<file path="src/rtl/pdiv_pkg.sv">
package pdiv_pkg;
  // full divide ratio for a select code: 2 << sel
  function automatic int ratio_of(input int sel);
    return 2 << sel;
  endfunction

  // last counter value of one period
  function automatic int last_count(input int sel);
    return ratio_of(sel) - 1;
  endfunction
endpackage

</file>
<file path="src/rtl/pdiv_counter.sv">
module pdiv_counter #(
  parameter int SEL_W = 2
) (
  input  logic                   clk,
  input  logic                   rst_n,
  input  logic                   clear,
  input  logic                   restart,
  input  logic [SEL_W-1:0]       sel_in,
  output logic [(1<<SEL_W)-1:0]  cnt_o,
  output logic                   tc_o,
  output logic                   div_o
);
  localparam int CNT_W = 1 << SEL_W;

  logic [CNT_W-1:0] cnt_q;
  logic [SEL_W-1:0] sel_q;

  assign tc_o  = (cnt_q == CNT_W'(pdiv_pkg::last_count(int'(sel_q))));
  assign div_o = cnt_q[sel_q];
  assign cnt_o = cnt_q;

  always_ff @(posedge clk or negedge rst_n) begin
    if (!rst_n) begin
      cnt_q <= '0;
      sel_q <= '0;
    end else if (clear || restart || tc_o) begin
      cnt_q <= '0;
      sel_q <= sel_in;
    end else begin
      cnt_q <= cnt_q + 1'b1;
    end
  end

  p_cnt_range_r1: assert property (@(posedge clk) disable iff (!rst_n)
    cnt_q <= CNT_W'(pdiv_pkg::last_count(int'(sel_q))));

  p_sel_hold_r2: assert property (@(posedge clk) disable iff (!rst_n)
    !(clear || restart || tc_o) |=> $stable(sel_q));

  p_clear_zero_r8: assert property (@(posedge clk) disable iff (!rst_n)
    clear |=> (cnt_q == '0) && !div_o);
endmodule

</file>
<file path="src/rtl/pdiv_lock_align.sv">
module pdiv_lock_align (
  input  logic clk,
  input  logic rst_n,
  input  logic clear,
  input  logic lock_in,
  input  logic main_tc,
  output logic lock_o,
  output logic align_o
);
  logic sync1_q, sync2_q, prev_q, armed_q;
  logic lock_rise;

  assign lock_rise = sync2_q && !prev_q;
  assign align_o   = armed_q && main_tc;
  assign lock_o    = sync2_q;

  always_ff @(posedge clk or negedge rst_n) begin
    if (!rst_n) begin
      sync1_q <= 1'b0;
      sync2_q <= 1'b0;
      prev_q  <= 1'b0;
      armed_q <= 1'b0;
    end else if (clear) begin
      sync1_q <= 1'b0;
      sync2_q <= 1'b0;
      prev_q  <= 1'b0;
      armed_q <= 1'b0;
    end else begin
      sync1_q <= lock_in;
      sync2_q <= sync1_q;
      prev_q  <= sync2_q;
      if (lock_rise)     armed_q <= 1'b1;
      else if (align_o)  armed_q <= 1'b0;
    end
  end

  p_lock_low_pd_r8: assert property (@(posedge clk) disable iff (!rst_n)
    clear |=> !lock_o);

  p_align_needs_lock_r7: assert property (@(posedge clk) disable iff (!rst_n)
    align_o |-> lock_o);

  p_sync_delay_r6: assert property (@(posedge clk) disable iff (!rst_n)
    $rose(lock_o) |-> $past(sync1_q));
endmodule

</file>
<file path="src/rtl/phase_post_divider.sv">
module phase_post_divider #(
  parameter int SEL_W   = 2,
  parameter int NUM_AUX = 2
) (
  input  logic               osc_clk,
  input  logic               rst_n,
  input  logic               lock_in,
  input  logic [SEL_W-1:0]   div_sel,
  input  logic               bypass_en,
  input  logic               phase_en,
  input  logic               pwr_dn,
  output logic               clk_main_o,
  output logic [NUM_AUX-1:0] clk_aux_o,
  output logic               lock_o
);
  localparam int CNT_W = 1 << SEL_W;

  logic             main_tc, main_div, align_pulse, aux_clear;
  logic [CNT_W-1:0] main_cnt;

  pdiv_counter #(.SEL_W(SEL_W)) u_main (
    .clk(osc_clk), .rst_n(rst_n), .clear(pwr_dn), .restart(1'b0),
    .sel_in(div_sel), .cnt_o(main_cnt), .tc_o(main_tc), .div_o(main_div)
  );

  pdiv_lock_align u_lock (
    .clk(osc_clk), .rst_n(rst_n), .clear(pwr_dn), .lock_in(lock_in),
    .main_tc(main_tc), .lock_o(lock_o), .align_o(align_pulse)
  );

  assign aux_clear  = pwr_dn || !phase_en;
  assign clk_main_o = pwr_dn ? 1'b0 : (bypass_en ? osc_clk : main_div);

  for (genvar g = 0; g < NUM_AUX; g++) begin : g_aux
    logic [CNT_W-1:0] aux_cnt;
    logic             aux_tc;

    pdiv_counter #(.SEL_W(SEL_W)) u_aux (
      .clk(osc_clk), .rst_n(rst_n), .clear(aux_clear), .restart(align_pulse),
      .sel_in(div_sel), .cnt_o(aux_cnt), .tc_o(aux_tc), .div_o(clk_aux_o[g])
    );

    p_aux_low_r4: assert property (@(posedge osc_clk) disable iff (!rst_n)
      !phase_en |=> !clk_aux_o[g]);

    p_aligned_r7: assert property (@(posedge osc_clk) disable iff (!rst_n)
      (align_pulse && phase_en && !pwr_dn) |=> (aux_cnt == main_cnt));

    p_aux_wrap_r5: assert property (@(posedge osc_clk) disable iff (!rst_n)
      (aux_tc && phase_en && !pwr_dn) |=> (aux_cnt == '0));
  end

  p_outputs_low_pd_r8: assert property (@(posedge osc_clk) disable iff (!rst_n)
    pwr_dn |=> (!main_div && clk_aux_o == '0 && !lock_o));
endmodule

</file>
<file path="config.mk">
export PLATFORM = sky130hd
export DESIGN_NAME = phase_post_divider
export DESIGN_NICKNAME = d
export VERILOG_FILES = /design/src/rtl/pdiv_pkg.sv /design/src/rtl/pdiv_counter.sv /design/src/rtl/pdiv_lock_align.sv /design/src/rtl/phase_post_divider.sv
export SDC_FILE = /design/constraint.sdc
export NUM_CORES = 1
export LEC_CHECK = 0
export BUFFER_PORTS_ARGS = -buffer_cell sky130_fd_sc_hd__buf_2
export CAP_MARGIN = 30
export CORE_MARGIN = 4
export CORE_UTILIZATION = 50
export CTS_BUF_LIST = sky130_fd_sc_hd__clkbuf_2 sky130_fd_sc_hd__clkbuf_4 sky130_fd_sc_hd__clkbuf_8
export DETAILED_ROUTE_END_ITERATION = 10
export GPL_TIMING_DRIVEN = 0
export HOLD_SLACK_MARGIN = 0.06
export PLACE_DENSITY = 0.72
export SLEW_MARGIN = 20
export SYNTH_ARGS = -nofsm -noshare
export SYNTH_HDL_FRONTEND = slang
export SYNTH_SLANG_ARGS = --single-unit
</file>
<file path="constraint.sdc">
create_clock -name osc_clk -period 1.8 [get_ports osc_clk]
set_input_delay 0.36 -clock osc_clk [delete_from_list [all_inputs] [get_ports osc_clk]]
set_output_delay 0.36 -clock osc_clk [all_outputs]
set_load 0.01 [all_outputs]
</file>
; Yosys cells after proc, flatten, opt, wreduce, memory -nomap -nowiden
; Index checks and enable logic that the tools add are counted.
[op_classes]
eq_ne = 3
muxes = 17
addsub = 6
n_shift = 3
n_lt_le_gt_ge = 3
n_reduce_logical = 10
[ops]
columns = cell, n
row1 = $add A4 B1 Y4 const B, 3
row2 = $eq A4 B4 Y1, 3
row3 = $mux W4, 3
row4 = $shl A2 B2 Y4 const A, 3
row5 = $sub A4 B2 Y4 const B, 3
row6 = $mux W1, 11
row7 = $lt A2 B3 Y1 const B, 3
row8 = $bmux W1 S2, 3
row9 = $logic_or A1 B1 Y1, 5
row10 = $reduce_bool A3 Y1, 1
row11 = $logic_and A1 B1 Y1, 2
row12 = $logic_not A1 Y1, 2
[totals]
output_inout_bits = 4
input_bits = 8
elab_cells = 52
reg_bits = 22

; Depth between registers and ports, before layout
; Gate-level depths: netlist of run 1.
[depth]
ltp_word = 7
mapped_depth = 5
ltp_nobuf = 5

; By module
; A second synthesis of run 1 with hierarchy kept.
[unflattened]
cells_unflattened = 99
hier_area_um2 = 1207.4
[by_module_without_submodules]
columns = mod, area_per_inst_um2, instances, cells_each, seq_area_each_um2
row1 = pdiv_counter, 342.8, 3, 28, 150.1
row2 = pdiv_lock_align, 155.1, 1, 11, 100.1
row3 = phase_post_divider, 23.8, 1, 4, 0.0

==> results by group, run 1 <==
Power and ir drop
  – Flop pwr share: between 40% and 50%
  – Cell-internal power: 0.0008538 W
  – Pleak: 0.7304 nW
  – Sw frac: a little over a quarter
  – Comb power frac: 18.7%
  – Clock power frac: about 34%
  – Maximum VDD drop: approximately 640 uV
  – Switch Pwr: 0.0003097 W
  – Power per Cell Area: ~750 nW/um2

Timing
  – Final min period: 2056 ps
  – RSZ-0062 raised after global routing: yes
  – Slew margin rel.: between 60% and 70%
  – Setup Viol. Count Final: 15
  – Max Clock Freq: ~490 MHz
  – Slew @ Worst Pin: 478.3 ps
  – Final hold violation count: 0
  – Fin. max-slew vios: 0
  – Skew final: roughly 2.9 ps
  – Period utilisation layout: 114.2%
  – Hold slack final: 158.8 ps
  – Setup WS post-layout: -255.9 ps

Critical path
  – Worst Setup Start Kind: register
  – CP Capture Type: primary output
  – Critical path required time: around 1400 ps
  – Worst-path maximum fanout: 5
  – CP cell instances: mux4_2 > mux2i_1 > nor2_1 > buf_2
  – CP peak stage delay: 470 ps
  – CP arrival: roughly 1700 ps
  – Worst path slowest cell: mux4_2
  – Crit Path Class: reg -> out

Synth
  – Synthesized Nets: 102
  – Distinct cells, synth: 30
  – Post-synth design cell area: between 1000 and 1500 um2
  – Share of the yosys chip area belonging to registers: roughly 48%
  – Yosys reg bits: 22
  – Yosys warns: 0
  – Post-synth top flop: dfrtp_1
  – Asr flop ratio synth: between 90% and 100%
  – Syn avg cell area: between 10 and 15 um2
  – Post-synth EDFFs: 0
  – Mapped Cells: between 90 and 100

Place
  – RePlAce Congestion: 0.7755
  – Hpwl dp: around 1400 um
  – IO Port Bufs: 11
  – Placed cells: between 100 and 150
  – Dpl ws: -268.5 ps

Floorplanning
  – Num ports: 12
  – Initial core utilization: between 50% and 60%
  – Die width: around 56 um
  – Num rows: 17
  – Die Y: around 56 um
  – DIE AREA: roughly 3100 um2
  – CORE AREA: 2212 um2

Cells and area
  – Non-filler cells, final: 160
  – Layout cells sized above 1: 52.27%
  – Most frequent cells in the layout: 22 x buf_4, 15 x dfrtp_1, 9 x buf_2, 8 x nor2_1, 7 x dfrtp_2
  – N_diodes: 0
  – Final layout net count: 144
  – Synth-to-layout area growth: 34.67%
  – Most common cell after layout, fill and taps aside: buf_4

Route
  – Initial DRC Count: 9
  – Routed length per placed instance: between 15 and 20 um
  – Routed Antenna Nets: 0
  – Remaining DRCs: 0
  – Vias post-DR: 867
  – 1st-pass router iterations: 4
  – Via/cell ratio: 5.419
  – Final Routed Wirelength: 2503 um

Clock network
  – Clk_lat worst skew: between 400 and 500 ps
  – Worst-path clk slew: between 100 and 150 ps
  – CTS tree: done

Global routing
  – Gr ovfl total: 0
  – First-pass GRT wire length: about 4100 um
  – Vias in the first global route: about 910
  – Largest net degree at the start of global routing: 23
  – GRT Overall Usage: between 10% and 20%
  – Initial antenna violation count: 0

Run
  – Max cap viols: 0

Run status
  – Outcome: finished, violations left
  – Failing checks: negative setup slack

Hold path
  – Worst Hold Class: in -> reg
## stage by stage
step	instance area (um2)	setup TNS (ps)	util (%)	total power [W]
2_1_floorplan	1160	-350.7	-	0.0006646
3_3_place_gp	1250	-1317	56.50	0.0007091
3_5_place_dp	1250	-1800	56.50	0.0007170
4_1_cts	1468	-1143	66.35	0.001131
5_1_grt	1555	-3067	70.31	0.001233
6_report	1555	-1647	70.31	0.001164
## final cells by class
| type | count | area (um2) |
|---|---|---|
| inverters | 1 | 3.754 |
| flip-flops and latches | 22 | 559.3 |
| well taps | 28 | 35.03 |
| fillers | 156 | 656.9 |
| repair buffers | 35 | 260.3 |
| multi-input cells | 65 | 629.4 |
| plain buffers | 1 | 3.754 |
| clock buffers | 8 | 63.81 |
## critical path, delay by kind of cell, from the launching register on
family	cells	cell delay (ps)
buf+inv	1	150
mux	2	610
simple gates	1	60
flops	1	460
## metal layers
| metal | up-vias | share of wire, % | track usage, % |
|---|---|---|---|
| met5 | - | 0 | 0 |
| met4 | 0 | 2.9 | 10.85 |
| met3 | 7 | 3.9 | 5.800 |
| met2 | 24 | 48 | 29.38 |
| met1 | 426 | 45 | 19.14 |
| li1 | 410 | - | - |
## synth_stat cells, types with 2 or more instances
cell | n | area (um2)
a22o_1 | 2 | 17.52
mux4_1 | 3 | 78.83
nor2b_1 | 3 | 18.77
a2111oi_4 | 2 | 55.05
mux2_2 | 2 | 22.52
dfrtp_1 | 22 | 550.5
a32o_1 | 2 | 20.02
mux2_1 | 4 | 45.04
and2_2 | 6 | 45.04
ha_1 | 3 | 37.54
nand2_1 | 2 | 7.510
xnor2_1 | 5 | 43.79
xor2_1 | 3 | 26.28
nor3_1 | 5 | 25.02
buf_4 | 2 | 15.01
nand2b_1 | 2 | 12.51
nand3_1 | 3 | 15.01
nor2_1 | 8 | 30.03
## power groups by stage
stage                     sequential [W]  clock (W)  combinational, W
after floorplan                 0.000559  0.0000155         0.0000902
after global placement          0.000566  0.0000213          0.000122
after detailed placement        0.000569  0.0000213          0.000127
after CTS                       0.000547   0.000401          0.000183
after global routing            0.000555   0.000440          0.000238
final                           0.000551   0.000395          0.000217
## cells by family (layout without fill, tap and decap cells)
group | count (synthesis) | count (layout) | share of synthesized area (%)
flip-flops | 22 | 22 | 47.67
adder cells (fa/ha/maj) | 3 | 3 | 3.251
multiplexers | 10 | 10 | 13.54
buffers and inverters | 4 | 45 | 1.949
AND/OR/NAND/NOR | 34 | 34 | 17.01
XOR/XNOR | 8 | 8 | 6.067
AO/OA/AOI/OAI | 10 | 10 | 10.51
## repair_timing
| action | CTS | global route |
|---|---|---|
| endpoints found under the setup margin | 16 | 16 |
| hold buffers | 1 | 0 |
| buffers inserted | 20 | 4 |
| gates resized for setup | 12 | 17 |
| pin swaps | 5 | 6 |
| endpoints found under the hold margin | 22 | 0 |
## worst paths after layout
check / start / end / slack, ps / cells after the start
max in group asynchronous: rst_n / u_main.sel_q[1]$_DFFE_PN0N_ / 1030 / 2
worst max register to register: u_main.sel_q[1]$_DFFE_PN0N_ / g_aux[1].u_aux.sel_q[0]$_DFFE_PN0P_ / -240 / 5
worst max-delay path: u_main.cnt_o[3]$_DFF_PN0_ / clk_main_o / -260 / 4
min in group asynchronous: rst_n / g_aux[1].u_aux.cnt_o[3]$_DFF_PN0_ / 420 / 2
worst min-delay path: lock_in / u_lock.sync1_q$_DFF_PN0_ / 160 / 2
worst min register to register: u_lock.sync1_q$_DFF_PN0_ / u_lock.lock_o$_DFF_PN0_ / 490 / 1
## state kept, by name (all words and copies together) (netlist names)
signal             flops
g_aux.u_aux.sel_q      4
g_aux.u_aux.cnt_o      8
u_lock.prev_q          1
u_lock.sync1_q         1
u_lock.armed_q         1
u_main.cnt_o           4
u_main.sel_q           2
u_lock.lock_o          1
(Power assumes the default switching activity.)
==> run 2: changes to the inputs <==
CORE_ASPECT_RATIO = 1.25   (was default)
MAX_ROUTING_LAYER = met4   (was default)
==> results by group, run 2 (synthesis gave the netlist of run 1 again) <==
Run status
  – Outcome: finished, violations left
  – Failing checks: negative setup slack

Critical path
  – R2r startpoint: u_main.cnt_o[2]$_DFF_PN0_
  – Reg2Reg Depth: 5
  – CP peak stage delay: 470 ps
  – Worst-path maximum fanout: 7
  – CP cell instances: and4bb_1 > o31ai_2 > a21oi_2 > a2111oi_4 > mux2_4
  – Crit-path leading delay family: compound AO/OA/AOI/OAI gates
  – R2r setup slk: -270 ps
  – CP endpoint: g_aux[1].u_aux.sel_q[0]$_DFFE_PN0P_
  – Crit Path Class: reg -> reg
  – CP arrival: ~2400 ps
  – Worst Setup Start Kind: register
  – CP Capture Type: register
  – Crit path from: u_main.cnt_o[2]$_DFF_PN0_
  – WP depth: 5
  – Critical path required time: 2100 ps
  – Reg2Reg Capture Point: g_aux[1].u_aux.sel_q[0]$_DFFE_PN0P_
  – Worst path slowest cell: dfrtp_2
  – CP bufs+invs: 0

Cells and area
  – Max reg flops: 8
  – N_diodes: 0
  – Layout cells sized above 1: 47.58%
  – Synth-to-layout area growth: 26.11%
  – Multi-input gate area: a little under 600 um2
  – Core Util, Final: about two thirds
  – Most common cell after layout, fill and taps aside: dfrtp_1
  – # fillers: between 150 and 200
  – Register Area: around 560 um2
  – Final layout net count: 136
  – Most frequent cells in the layout: 16 x dfrtp_1, 15 x buf_4, 9 x buf_2, 8 x nor2_1

Route
  – Vias post-DR: 827
  – Routed Antenna Nets: 0
  – 1st-pass router iterations: 4
  – Via/cell ratio: around 5.3
  – Final Routed Wirelength: ~2200 um
  – Remaining DRCs: 0
  – Initial DRC Count: 6
  – Routed length per placed instance: ~14 um

Timing
  – Final min period: about 2100 ps
  – Fin. max-slew vios: 0
  – Slew @ Worst Pin: between 400 and 500 ps
  – Setup Viol. Count Final: 15
  – Max Clock Freq: 483.1 MHz
  – Setup_tns: -1940 ps
  – Skew final: roughly 7.7 ps
  – Hold slack final: between 150 and 200 ps
  – Slew margin rel.: between 60% and 70%
  – Final hold violation count: 0
  – RSZ-0062 raised after global routing: yes
  – Period utilisation layout: 115.0%
  – Setup WS post-layout: -270.0 ps

Clock network
  – CTS tree: done
  – Clk_lat worst skew: just over 400 ps
  – Worst-path clk slew: 120 ps

Global routing
  – Initial antenna violation count: 0
  – Gr ovfl total: 0
  – Vias in the first global route: 876
  – GRT Overall Usage: roughly 16%
  – First-pass GRT wire length: 3677 um
  – Largest net degree at the start of global routing: 23

Place
  – RePlAce Congestion: between 0.7 and 0.8
  – Hpwl dp: about 1300 um
  – IO Port Bufs: 11

Hold path
  – Worst Hold Class: in -> reg

Floorplanning
  – Num rows: 19
  – CORE AREA: 2211 um2
  – Initial core utilization: 52.24%
  – Die Y: 61.73 um
  – DIE AREA: roughly 3100 um2
  – Num ports: 12
  – Die width: roughly 51 um

Run
  – Max cap viols: 0

Power and ir drop
  – Maximum VDD drop: roughly 700 uV
  – Power per Cell Area: between 700 and 800 nW/um2
  – Pleak: 0.6764 nW
[run 2: worst min path at each step]
stage	to	cells past startpoint	slack, ps	startpoint
after detailed placement	g_aux[0].u_aux.cnt_o[3]$_DFF_PN0_	1	350	rst_n
after floorplan	g_aux[0].u_aux.cnt_o[0]$_DFF_PN0_	0	60	rst_n
final	u_lock.sync1_q$_DFF_PN0_	2	150	lock_in
after global routing	u_lock.sync1_q$_DFF_PN0_	2	170	lock_in
after global placement	g_aux[0].u_aux.cnt_o[3]$_DFF_PN0_	1	350	rst_n
after CTS	u_lock.sync1_q$_DFF_PN0_	2	160	lock_in
[run 2: through the flow]
| step | setup slack (ps) | std cells | cell area [um2] | power, W |
|---|---|---|---|---|
| 2_1_floorplan | -87.67 | 91 | 1160 | 0.0006646 |
| 3_3_place_gp | -220.8 | 133 | 1254 | 0.0007094 |
| 3_5_place_dp | -270.5 | 133 | 1254 | 0.0007143 |
| 4_1_cts | -286.9 | 155 | 1441 | 0.001118 |
| 5_1_grt | -368.8 | 155 | 1456 | 0.001182 |
| 6_report | -270.0 | 155 | 1456 | 0.001115 |
[run 2: what timing repair did]
| item | CTS | global route |
|---|---|---|
| gates resized for setup | 12 | 6 |
| buffers inserted | 16 | 0 |
| pin swaps | 8 | 1 |
| endpoints found under the setup margin | 15 | 18 |
| hold buffers | 1 | 0 |
| endpoints found under the hold margin | 22 | 0 |
[run 2: cell type report]
| type | instances | area share [%] |
|---|---|---|
| Sequential cell | 22 | 38.32 |
| Clock buffer | 8 | 4.381 |
| Tap cell | 31 | 2.663 |
| Inverter | 1 | 0.2577 |
| Timing Repair Buffer | 27 | 13.49 |
| Multi-Input combinational cell | 65 | 40.64 |
| Buffer | 1 | 0.2577 |
[run 2: where the power goes]
group	internal [W]	switching (W)
combinational	0.000102	0.0000804
clock	0.000208	0.000174
sequential	0.000523	0.0000272
[run 2: worst register-to-register path, delay by kind of cell (launching register included)]
family | cells | cell delay, ps
DFF | 1 | 470
AOI/OAI and AO/OA | 3 | 940
muxes | 1 | 340
and+or+nand+nor | 1 | 210
[run 2: routing by layer]
metal / share of wire, % / wire (um) / track usage [%] / up-vias
met5: 0 / 0 / - / -
met4: 0.79 / 17 / 9.231 / 0
met3: 3.6 / 78 / 3.103 / 5
met2: 52 / 1134 / 25.97 / 18
met1: 43 / 932 / 19.81 / 408
li1: - / - / - / 396
==> run 3: changes to the inputs <==
PLACE_DENSITY = 0.81   (was 0.72)
==> results by group, run 3 (synthesis gave the netlist of run 1 again) <==
Clock network
  – Worst-path clk slew: ~120 ps
  – CTS tree: done
  – Clk_lat worst skew: about 420 ps

Global routing
  – Gr ovfl total: 0
  – First-pass GRT wire length: about 4000 um
  – Vias in the first global route: 917
  – Largest net degree at the start of global routing: 23
  – Initial antenna violation count: 0
  – GRT Overall Usage: about a fifth

Cells and area
  – Most common cell after layout, fill and taps aside: buf_4
  – Final layout net count: 140
  – N_diodes: 0
  – Layout cells sized above 1: 53.13%
  – Core Util, Final: roughly 71%
  – Most frequent cells in the layout: 16 x buf_4, 15 x dfrtp_1, 9 x buf_2, 8 x nor2_1, 7 x dfrtp_2
  – Finished layout cell area: approximately 1600 um2
  – Max reg flops: 8
  – Synth-to-layout area growth: 35.43%

Timing
  – RSZ-0062 raised after global routing: yes
  – Slew margin rel.: 67.47%
  – Final min period: around 2100 ps
  – Fin. max-slew vios: 0
  – Setup Viol. Count Final: 16
  – Skew final: roughly 2.2 ps
  – Slew @ Worst Pin: 487.9 ps
  – Final hold violation count: 0
  – Setup WS post-layout: -297.4 ps
  – Period utilisation layout: 116.5%
  – Max Clock Freq: 476.8 MHz

Critical path
  – Reg2Reg Depth: 6
  – Worst Setup Start Kind: register
  – Reg2Reg Capture Point: g_aux[0].u_aux.sel_q[0]$_DFFE_PN0P_
  – CP cell instances: buf_6 > and4bb_1 > o31ai_4 > a21oi_4 > a2111oi_4 > mux2_4
  – Critical path required time: 2120 ps
  – Crit-path leading delay family: compound AO/OA/AOI/OAI gates
  – Crit Path Class: reg -> reg
  – WP depth: 6
  – R2r startpoint: u_main.cnt_o[3]$_DFF_PN0_
  – CP Capture Type: register
  – CP arrival: about 2400 ps
  – CP bufs+invs: 1
  – Worst path slowest cell: a2111oi_4
  – CP peak stage delay: between 400 and 500 ps
  – Worst-path maximum fanout: 4
  – R2r setup slk: -300 ps

Place
  – Hpwl dp: 1464 um
  – Dpl ws: -269.1 ps
  – DP Area: 1254 um2
  – RePlAce Congestion: 0.8182
  – IO Port Bufs: 11

Hold path
  – Hold Path Depth: 2
  – Worst Hold Class: in -> reg
  – Hold Startpoint: lock_in
  – Hold Path End: u_lock.sync1_q$_DFF_PN0_

Route
  – 1st-pass router iterations: 4
  – Initial DRC Count: 20
  – Routed Antenna Nets: 0
  – Vias post-DR: around 870
  – Remaining DRCs: 0
  – Routed length per placed instance: between 15 and 20 um
  – Final Routed Wirelength: about 2600 um
  – Via/cell ratio: between 5 and 6

Power and ir drop
  – Maximum VDD drop: about 670 uV
  – Tot Pwr: between 0.001 and 0.0015 W
  – Power per Cell Area: roughly 820 nW/um2
  – Pleak: ~0.72 nW

Run
  – Max cap viols: 0

Floorplanning
  – Die width: slightly above 50 um
  – Num rows: 19
  – Num ports: 12
  – CORE AREA: between 2000 and 2500 um2
  – Die Y: 61.73 um
  – DIE AREA: around 3100 um2
  – Initial core utilization: between 50% and 60%

Run status
  – Failing checks: negative setup slack
  – Outcome: finished, violations left
## run 3: worst reg2reg max path, delay by kind of cell, from the launching register on
kind | cells | cell delay [ps]
AO/OA/AOI/OAI | 3 | 880
flip-flops | 1 | 410
multiplexers | 1 | 350
AND/OR/NAND/NOR | 1 | 240
buffers and inverters | 1 | 120
## run 3: power breakdown
group          switching, W  total, W  leakage [nW]  internal, W
clock              0.000197  0.000508        0.0545     0.000311
sequential        0.0000342  0.000558         0.277     0.000524
combinational     0.0000932  0.000215         0.391     0.000121
total              0.000324   0.00128         0.722     0.000956
## run 3: worst max path at each step
stage | startpoint | end | slack, ps
after CTS | u_main.cnt_o[2]$_DFF_PN0_ | clk_main_o | -290
after floorplan | u_main.cnt_o[2]$_DFF_PN0_ | g_aux[0].u_aux.sel_q[0]$_DFFE_PN0P_ | -90
after detailed placement | u_main.cnt_o[2]$_DFF_PN0_ | g_aux[1].u_aux.sel_q[1]$_DFFE_PN0P_ | -270
after global routing | u_main.sel_q[0]$_DFFE_PN0N_ | clk_main_o | -380
after global placement | u_main.cnt_o[2]$_DFF_PN0_ | g_aux[1].u_aux.sel_q[1]$_DFFE_PN0P_ | -220
final | u_main.cnt_o[3]$_DFF_PN0_ | g_aux[0].u_aux.sel_q[0]$_DFFE_PN0P_ | -300
## run 3: area by class of cell
class / count / area (um2)
Tap cell: 31 / 38.79
Clock inverter: 1 / 30.03
Sequential cell: 22 / 559.3
Clock buffer: 7 / 50.05
Timing Repair Buffer: 31 / 237.7
Multi-Input combinational cell: 65 / 640.6
Fill cell: 162 / 646.9
Inverter: 1 / 3.754
Buffer: 1 / 3.754
## run 3: through the flow
| step | std cells | hold WS [ps] | setup TNS, ps |
|---|---|---|---|
| after CTS | 152 | 148.5 | -1567 |
| after global placement | 133 | 339.5 | -1002 |
| final | 159 | 156.8 | -3160 |
| after detailed placement | 133 | 343.5 | -1531 |
| after floorplan | 91 | 64.41 | -350.7 |
| after global routing | 159 | 155.3 | -4539 |
## run 3: per-layer routing
layer	routed length, um	GRT usage [%]
met5	0	-
met4	87	15.00
met3	115	5.967
met2	1389	30.94
met1	967	18.20
## run 3: repair_timing
item                                    CTS  global route
endpoints found under the setup margin   16            18
pin swaps                                13             5
endpoints found under the hold margin    22             0
hold buffers                              1             0
resized for setup                        27             8
setup buffers                            13             8
